**src/rtl/xchg_pkg.sv**
```systemverilog
package xchg_pkg;
  typedef enum logic {
    PH_IDLE = 1'b0,
    PH_RUN  = 1'b1
  } phase_e;
endpackage

```
**src/rtl/xchg_seq.sv**
```systemverilog
module xchg_seq
  import xchg_pkg::*;
#(
  parameter int ROUNDS = 32,
  parameter int MASK_W = 16
) (
  input  logic              clk,
  input  logic              rst_n,
  input  logic              start_i,
  input  logic              tick_i,
  input  logic [MASK_W-1:0] mask_i,
  output logic              busy_o,
  output logic [MASK_W-1:0] mask_q_o,
  output logic              cap_o,
  output logic              last_o,
  output logic              vld_o
);
  localparam int CNT_W = (ROUNDS > 1) ? $clog2(ROUNDS) : 1;

  phase_e             phase_q;
  logic [CNT_W-1:0]   rnd_q;
  logic [MASK_W-1:0]  mask_q;
  logic               vld_q;

  assign busy_o   = (phase_q == PH_RUN);
  assign cap_o    = busy_o && tick_i;
  assign last_o   = (rnd_q == CNT_W'(ROUNDS - 1));
  assign mask_q_o = mask_q;
  assign vld_o    = vld_q;

  always_ff @(posedge clk or negedge rst_n) begin
    if (!rst_n) begin
      phase_q <= PH_IDLE;
      rnd_q   <= '0;
      mask_q  <= '0;
      vld_q   <= 1'b0;
    end else begin
      vld_q <= 1'b0;
      unique case (phase_q)
        PH_IDLE: begin
          if (start_i) begin
            phase_q <= PH_RUN;
            mask_q  <= mask_i;
            rnd_q   <= '0;
          end
        end
        PH_RUN: begin
          if (tick_i) begin
            if (last_o) begin
              phase_q <= PH_IDLE;
              rnd_q   <= '0;
              vld_q   <= 1'b1;
            end else begin
              rnd_q <= rnd_q + CNT_W'(1);
            end
          end
        end
        default: phase_q <= PH_IDLE;
      endcase
    end
  end
endmodule

```
**src/rtl/xchg_net.sv**
```systemverilog
module xchg_net #(
  parameter int STATE_W    = 64,
  parameter int NIB_W      = 4,
  parameter int SHARES     = 3,
  parameter int XCHG_SHARE = 0,
  localparam int NIBS      = STATE_W / NIB_W,
  localparam int VEC_W     = SHARES * STATE_W
) (
  input  logic [VEC_W-1:0] orig_i,
  input  logic [VEC_W-1:0] red_i,
  input  logic [NIBS-1:0]  mask_i,
  output logic [VEC_W-1:0] orig_o,
  output logic [VEC_W-1:0] red_o
);
  for (genvar s = 0; s < SHARES; s++) begin : g_share
    for (genvar n = 0; n < NIBS; n++) begin : g_nib
      localparam int LO = s * STATE_W + n * NIB_W;
      if (s == XCHG_SHARE) begin : g_swap
        assign orig_o[LO +: NIB_W] = mask_i[n] ? red_i[LO +: NIB_W]  : orig_i[LO +: NIB_W];
        assign red_o[LO +: NIB_W]  = mask_i[n] ? orig_i[LO +: NIB_W] : red_i[LO +: NIB_W];
      end else begin : g_keep
        assign orig_o[LO +: NIB_W] = orig_i[LO +: NIB_W];
        assign red_o[LO +: NIB_W]  = red_i[LO +: NIB_W];
      end
    end
  end
endmodule

```
**src/rtl/xchg_fold.sv**
```systemverilog
module xchg_fold #(
  parameter int STATE_W = 64,
  parameter int SHARES  = 3,
  localparam int VEC_W  = SHARES * STATE_W
) (
  input  logic [VEC_W-1:0]   shares_i,
  output logic [STATE_W-1:0] value_o
);
  function automatic logic [STATE_W-1:0] fold(input logic [VEC_W-1:0] v);
    logic [STATE_W-1:0] acc;
    acc = '0;
    for (int s = 0; s < SHARES; s++) acc ^= v[s*STATE_W +: STATE_W];
    return acc;
  endfunction

  assign value_o = fold(shares_i);
endmodule

```
**src/rtl/xchg_top.sv**
```systemverilog
module xchg_top #(
  parameter int STATE_W    = 64,
  parameter int NIB_W      = 4,
  parameter int SHARES     = 3,
  parameter int ROUNDS     = 32,
  parameter int XCHG_SHARE = 0,
  localparam int NIBS      = STATE_W / NIB_W,
  localparam int VEC_W     = SHARES * STATE_W
) (
  input  logic               clk,
  input  logic               rst_n,
  input  logic               start_i,
  input  logic [NIBS-1:0]    swap_mask_i,
  input  logic               round_tick_i,
  input  logic [VEC_W-1:0]   orig_in_i,
  input  logic [VEC_W-1:0]   red_in_i,
  output logic [VEC_W-1:0]   orig_out_o,
  output logic [VEC_W-1:0]   red_out_o,
  output logic [STATE_W-1:0] cipher_o,
  output logic               cipher_vld_o,
  output logic               busy_o
);
  logic [NIBS-1:0]  mask_q;
  logic             capture;
  logic             last_rnd;
  logic [VEC_W-1:0] orig_mix;
  logic [VEC_W-1:0] red_mix;
  logic [VEC_W-1:0] orig_q;
  logic [VEC_W-1:0] red_q;

  xchg_seq #(.ROUNDS(ROUNDS), .MASK_W(NIBS)) u_seq (
    .clk      (clk),
    .rst_n    (rst_n),
    .start_i  (start_i),
    .tick_i   (round_tick_i),
    .mask_i   (swap_mask_i),
    .busy_o   (busy_o),
    .mask_q_o (mask_q),
    .cap_o    (capture),
    .last_o   (last_rnd),
    .vld_o    (cipher_vld_o)
  );

  xchg_net #(
    .STATE_W(STATE_W), .NIB_W(NIB_W), .SHARES(SHARES), .XCHG_SHARE(XCHG_SHARE)
  ) u_net (
    .orig_i (orig_in_i),
    .red_i  (red_in_i),
    .mask_i (mask_q),
    .orig_o (orig_mix),
    .red_o  (red_mix)
  );

  always_ff @(posedge clk or negedge rst_n) begin
    if (!rst_n) begin
      orig_q <= '0;
      red_q  <= '0;
    end else if (capture) begin
      orig_q <= orig_mix;
      red_q  <= red_mix;
    end
  end

  assign orig_out_o = orig_q;
  assign red_out_o  = red_q;

  xchg_fold #(.STATE_W(STATE_W), .SHARES(SHARES)) u_fold (
    .shares_i (orig_q),
    .value_o  (cipher_o)
  );
endmodule

```
**config.mk**
```make
export PLATFORM = sky130hd
export DESIGN_NAME = xchg_top
export DESIGN_NICKNAME = d
export VERILOG_FILES = /design/src/rtl/xchg_pkg.sv /design/src/rtl/xchg_seq.sv /design/src/rtl/xchg_net.sv /design/src/rtl/xchg_fold.sv /design/src/rtl/xchg_top.sv
export SDC_FILE = /design/constraint.sdc
export NUM_CORES = 1
export LEC_CHECK = 0
export ABC_AREA = 1
export CORE_AREA = 2 2 330 332
export CTS_BUF_LIST = sky130_fd_sc_hd__clkbuf_8
export CTS_CLUSTER_SIZE = 20
export DETAILED_ROUTE_END_ITERATION = 10
export DIE_AREA = 0 0 332 334
export PLACE_DENSITY = 0.45
export SLEW_MARGIN = 20
export SYNTH_ARGS = -nofsm -noshare
export SYNTH_HDL_FRONTEND = slang
export SYNTH_HIERARCHICAL = 1
export SYNTH_SLANG_ARGS = --single-unit
```
**constraint.sdc**
```tcl
create_clock -name clk -period 1.2 [get_ports clk]
set_input_delay 0.18 -clock clk [delete_from_list [all_inputs] [get_ports clk]]
set_output_delay 0.18 -clock clk [all_outputs]
set_load 0.005 [all_outputs]
```
==> run summary <==
The flow ran to the end, but the final reports show violations. The final reports fail on negative setup slack. The height of the die is 334 um. The gate count after technology mapping is roughly 3k. The number of endpoints with negative hold slack in the final report came out at 0.

The total power came out at 0.0475 W. Among the stages of the critical path, the cell type that occurs most often is sky130_fd_sc_hd__nand2_1. The post-synthesis net count is 3386. The initial antenna violation count is 14. The actual transition at the worst max-transition pin is 0.438 ns. The maximum vdd drop came out at 0.000851 V. The combined buffer and inverter count along the critical path came out at 3.

The start-to-end type of the worst setup path is flop to primary output. The clock transition at the register clock pins on the worst setup and hold paths after CTS came out at 0.06 ns. The element type at the critical path start is a flop. For this run, the register share of the synthesized area comes to 0.473. The initial DRC count came out at 974. The cell area that synthesis handed to floorplanning was 21500 um^2. Setup repair after global routing could not meet its margin everywhere. The final routed wire length divided by cell count is 17.4 um. The worst hold path belongs to the class primary input to flop.

The Yosys step of the flow raised 6 warnings. The number of global-route vias before repair is 22.7k. The row count is 121.

The endpoint identified for the worst register-to-register timing path is red_out_o[178]$_DFFE_PN0P_. The library cells used most frequently in the layout, excluding fill and tap cells, are sky130_fd_sc_hd__nand2_1, sky130_fd_sc_hd__buf_6, sky130_fd_sc_hd__clkdlybuf4s50_1. The worst flop-to-flop path startpoint is u_seq/busy_o$_DFF_PN0_. The post-layout net count came out at 4758. The global-route usage over all layers is 0.168. The startpoint identified for the worst hold timing path is red_in_i[160]. The global-route wire length before repair came out at 141 mm.

The total via count in the routed design came out at around 23k. The number of cells on the worst reg-to-reg path came out at 9. Of all nets on the critical path, the largest fanout is 3.

The count of state elements after synthesis came out at a little over 400. The maximum clock frequency is 545 MHz. The I/O pin count came out at around 850.

The commonest non-fill, non-tap cell in the layout is sky130_fd_sc_hd__nand2_1. The via density per instance is 3.93. The depth of the CTS H-tree is 3. The leakage power total is 21.7 nW. The number of filler instances in the final layout is 11.1k. Global routing finished with a remaining overflow of 0.

The critical path goes through buf_6 -> inv_2 -> nand2_2 -> nand2_1 -> nand2_1 -> nand2_1 -> buf_2. The tree is rooted in a sky130_fd_sc_hd__clkbuf_8. The count of input and output buffers is 853. The reported max-cap violation count came out at 0. The clock arrives with around 0.030 ns of skew. Entering global routing, the biggest net connects 68 pins.

The flop-to-flop setup slack is -0.37 ns. In this design, the stage delay of the slowest critical-path cell is 0.46 ns. By area the synthesized netlist is led by sky130_fd_sc_hd__dfrtp_1, sky130_fd_sc_hd__nand2_1, sky130_fd_sc_hd__buf_4. The count of cell types in the netlist came out at 20. In this design, the largest share of critical-path delay is due to flip-flops.

The detail route stage leaves a number of antenna-violating nets equal to 0. The number of pins exceeding their max-slew limit in the final report came to 0. The number of optimization iterations in the first detailed-route pass came out at 5. The clock sink count is roughly 410.

The worst-case setup margin in the final layout is -0.634 ns. The post-route clock period utilization came out at 1.53. The HPWL after detailed placement is 68.6 mm. The die outline width came out at 332 um.

The largest total area in the synthesized netlist belongs to sky130_fd_sc_hd__dfrtp_1. The floorplan die area came out at 111000 um^2. The worst setup path is captured at a primary output. At the end of routability-driven placement, the weighted congestion stood at 0.802. After floorplanning, the core was sized to cover 108000 um^2. Setup violations remaining at the end of the flow were counted as 857. The share of the core filled with cells came out at 0.376. TritonCTS built the clock tree.

The number of buffers on the longest clock path came out at 3. The data arrival time of the critical path came out at 1.65 ns. In this run, CTS created clock tree buffers numbering 86.

The starting density of the core came out at 0.200. The layout cell share with drive strength beyond 1 is 0.333. The insertion delay to the later sink of the worst-skew pair is 0.71 ns.

For hold timing, the worst endpoint is red_out_o[160]$_DFFE_PN0P_. The post-synthesis to final-layout area growth came out at 88.4%. The average cell area after synthesis came out at 7.22 um^2. The wire length after detailed routing is 102 mm. Among all stages on the critical path, the largest delay is contributed by sky130_fd_sc_hd__dfrtp_2. At the worst endpoint, the required time is between 1 and 1.5 ns.

In the routed design, unresolved DRC markers number 0. The share of synthesized area in the top cell type comes to 0.473. Measured against its own limit, the worst slew margin works out to 0.707. The depth of the worst hold-timing path is 3. The routed design could run at a clock period as short as 1.83 ns. Dividing total power by cell area gives a power density of between 1000 and 1500 nW/um^2.
[what timing repair did]
item | 4_1_cts | 5_1_grt
resized for setup | 2381 | 535
pin swaps | 78 | 136
cloned | 20 | 44
hold buffers | 251 | 0
endpoints found under the hold margin | 656 | 0
buffers inserted | 195 | 112
endpoints found under the setup margin | 856 | 857
[metal layers]
metal,part of all wire,vias to the layer above,GRT usage
li1,-,11400,-
met1,0.42,10700,0.201
met2,0.49,734,0.294
met3,0.063,149,0.0488
met4,0.024,12,0.0456
met5,0.00079,-,0
[kinds of logic after synthesis]
family	count (synthesis)	synth area share
flops	407	0.473
fa+ha+maj	3	0.00174
simple gates	1991	0.352
xor+xnor	1	0.000407
compound gates	3	0.000872
buf+inv	574	0.171
[through the flow]
| step | hold WS (ns) | TNS (ns) | worst slack, ns | instances | instance area [um^2] |
|---|---|---|---|---|---|
| global placement | 0.0336 | -149.01 | -0.487 | 5173 | 31600 |
| CTS | 0.000963 | -315.22 | -0.743 | 5757 | 37800 |
| finish | 0.0931 | -243.09 | -0.634 | 5838 | 40500 |
| detailed placement | 0.0321 | -150.91 | -0.472 | 5173 | 31600 |
| global route | 0.0250 | -322.10 | -0.784 | 5836 | 40500 |
| floorplan | -0.116 | -6.10 | -0.0183 | 2979 | 21600 |
[flip-flops by register name, summed over array words and instances, names as in the netlist]
| signal | cells |
|---|---|
| orig_out_o | 192 |
| red_out_o | 192 |
| u_seq/mask_q_o | 16 |
| u_seq/rnd_q | 5 |
| u_seq/busy_o | 1 |
| u_seq/vld_o | 1 |
[power breakdown]
group | switching, W | internal [W] | total (W)
logic | 0.00655 | 0.00870 | 0.0152
registers | 0.00129 | 0.0152 | 0.0165
clock network | 0.00691 | 0.00877 | 0.0157
[cell usage after synthesis]
cell / instances
sky130_fd_sc_hd__buf_6: 57
sky130_fd_sc_hd__buf_8: 1
sky130_fd_sc_hd__nand2_4: 1
sky130_fd_sc_hd__nor2_2: 1
sky130_fd_sc_hd__buf_4: 285
sky130_fd_sc_hd__buf_2: 16
sky130_fd_sc_hd__inv_2: 19
sky130_fd_sc_hd__nor2_1: 3
sky130_fd_sc_hd__nand3_1: 66
sky130_fd_sc_hd__ha_1: 3
sky130_fd_sc_hd__a21oi_1: 2
sky130_fd_sc_hd__o21ai_2: 1
sky130_fd_sc_hd__inv_6: 1
sky130_fd_sc_hd__nor2_4: 1
sky130_fd_sc_hd__nand2_1: 1916
sky130_fd_sc_hd__dfrtp_1: 407
sky130_fd_sc_hd__nand2_2: 2
sky130_fd_sc_hd__xnor2_1: 1
sky130_fd_sc_hd__nand4_1: 1
sky130_fd_sc_hd__inv_1: 195
[worst max-delay path by stage]
stage	from	endpoint	slack, ns	depth (start not counted)
after floorplan	u_seq/busy_o$_DFF_PN0_	orig_out_o[128]$_DFFE_PN0P_	-0.02	8
after global placement	round_tick_i	orig_out_o[15]$_DFFE_PN0P_	-0.49	7
after detailed placement	round_tick_i	orig_out_o[15]$_DFFE_PN0P_	-0.47	7
after CTS	orig_out_o[17]$_DFFE_PN0P_	cipher_o[17]	-0.74	7
after global routing	orig_out_o[20]$_DFFE_PN0P_	cipher_o[20]	-0.78	7
final	orig_out_o[10]$_DFFE_PN0P_	cipher_o[10]	-0.63	7
[layout make-up]
class	count	area (um^2)	area share
inverter	215	875	0.0216
multi-input combinational	1998	8700	0.214
clock inverter	45	279	0.00688
timing repair inverter	6	180	0.00444
antenna	7	17.5	0.000432
timing repair buffer	1637	17000	0.420
clock buffer	109	1500	0.0370
tap	1414	1770	0.0436
sequential	407	10200	0.252
[worst reg2reg max path: stages (launching register included)]
cell                        delay (ns)
sky130_fd_sc_hd__dfrtp_2          0.43
sky130_fd_sc_hd__buf_6            0.13
sky130_fd_sc_hd__nand2_8          0.10
sky130_fd_sc_hd__buf_12           0.14
sky130_fd_sc_hd__clkinv_16        0.10
sky130_fd_sc_hd__buf_12           0.16
sky130_fd_sc_hd__buf_16           0.15
sky130_fd_sc_hd__buf_6            0.12
sky130_fd_sc_hd__nand2_1          0.05
sky130_fd_sc_hd__nand2_1          0.05
(Power assumes the default switching activity.)
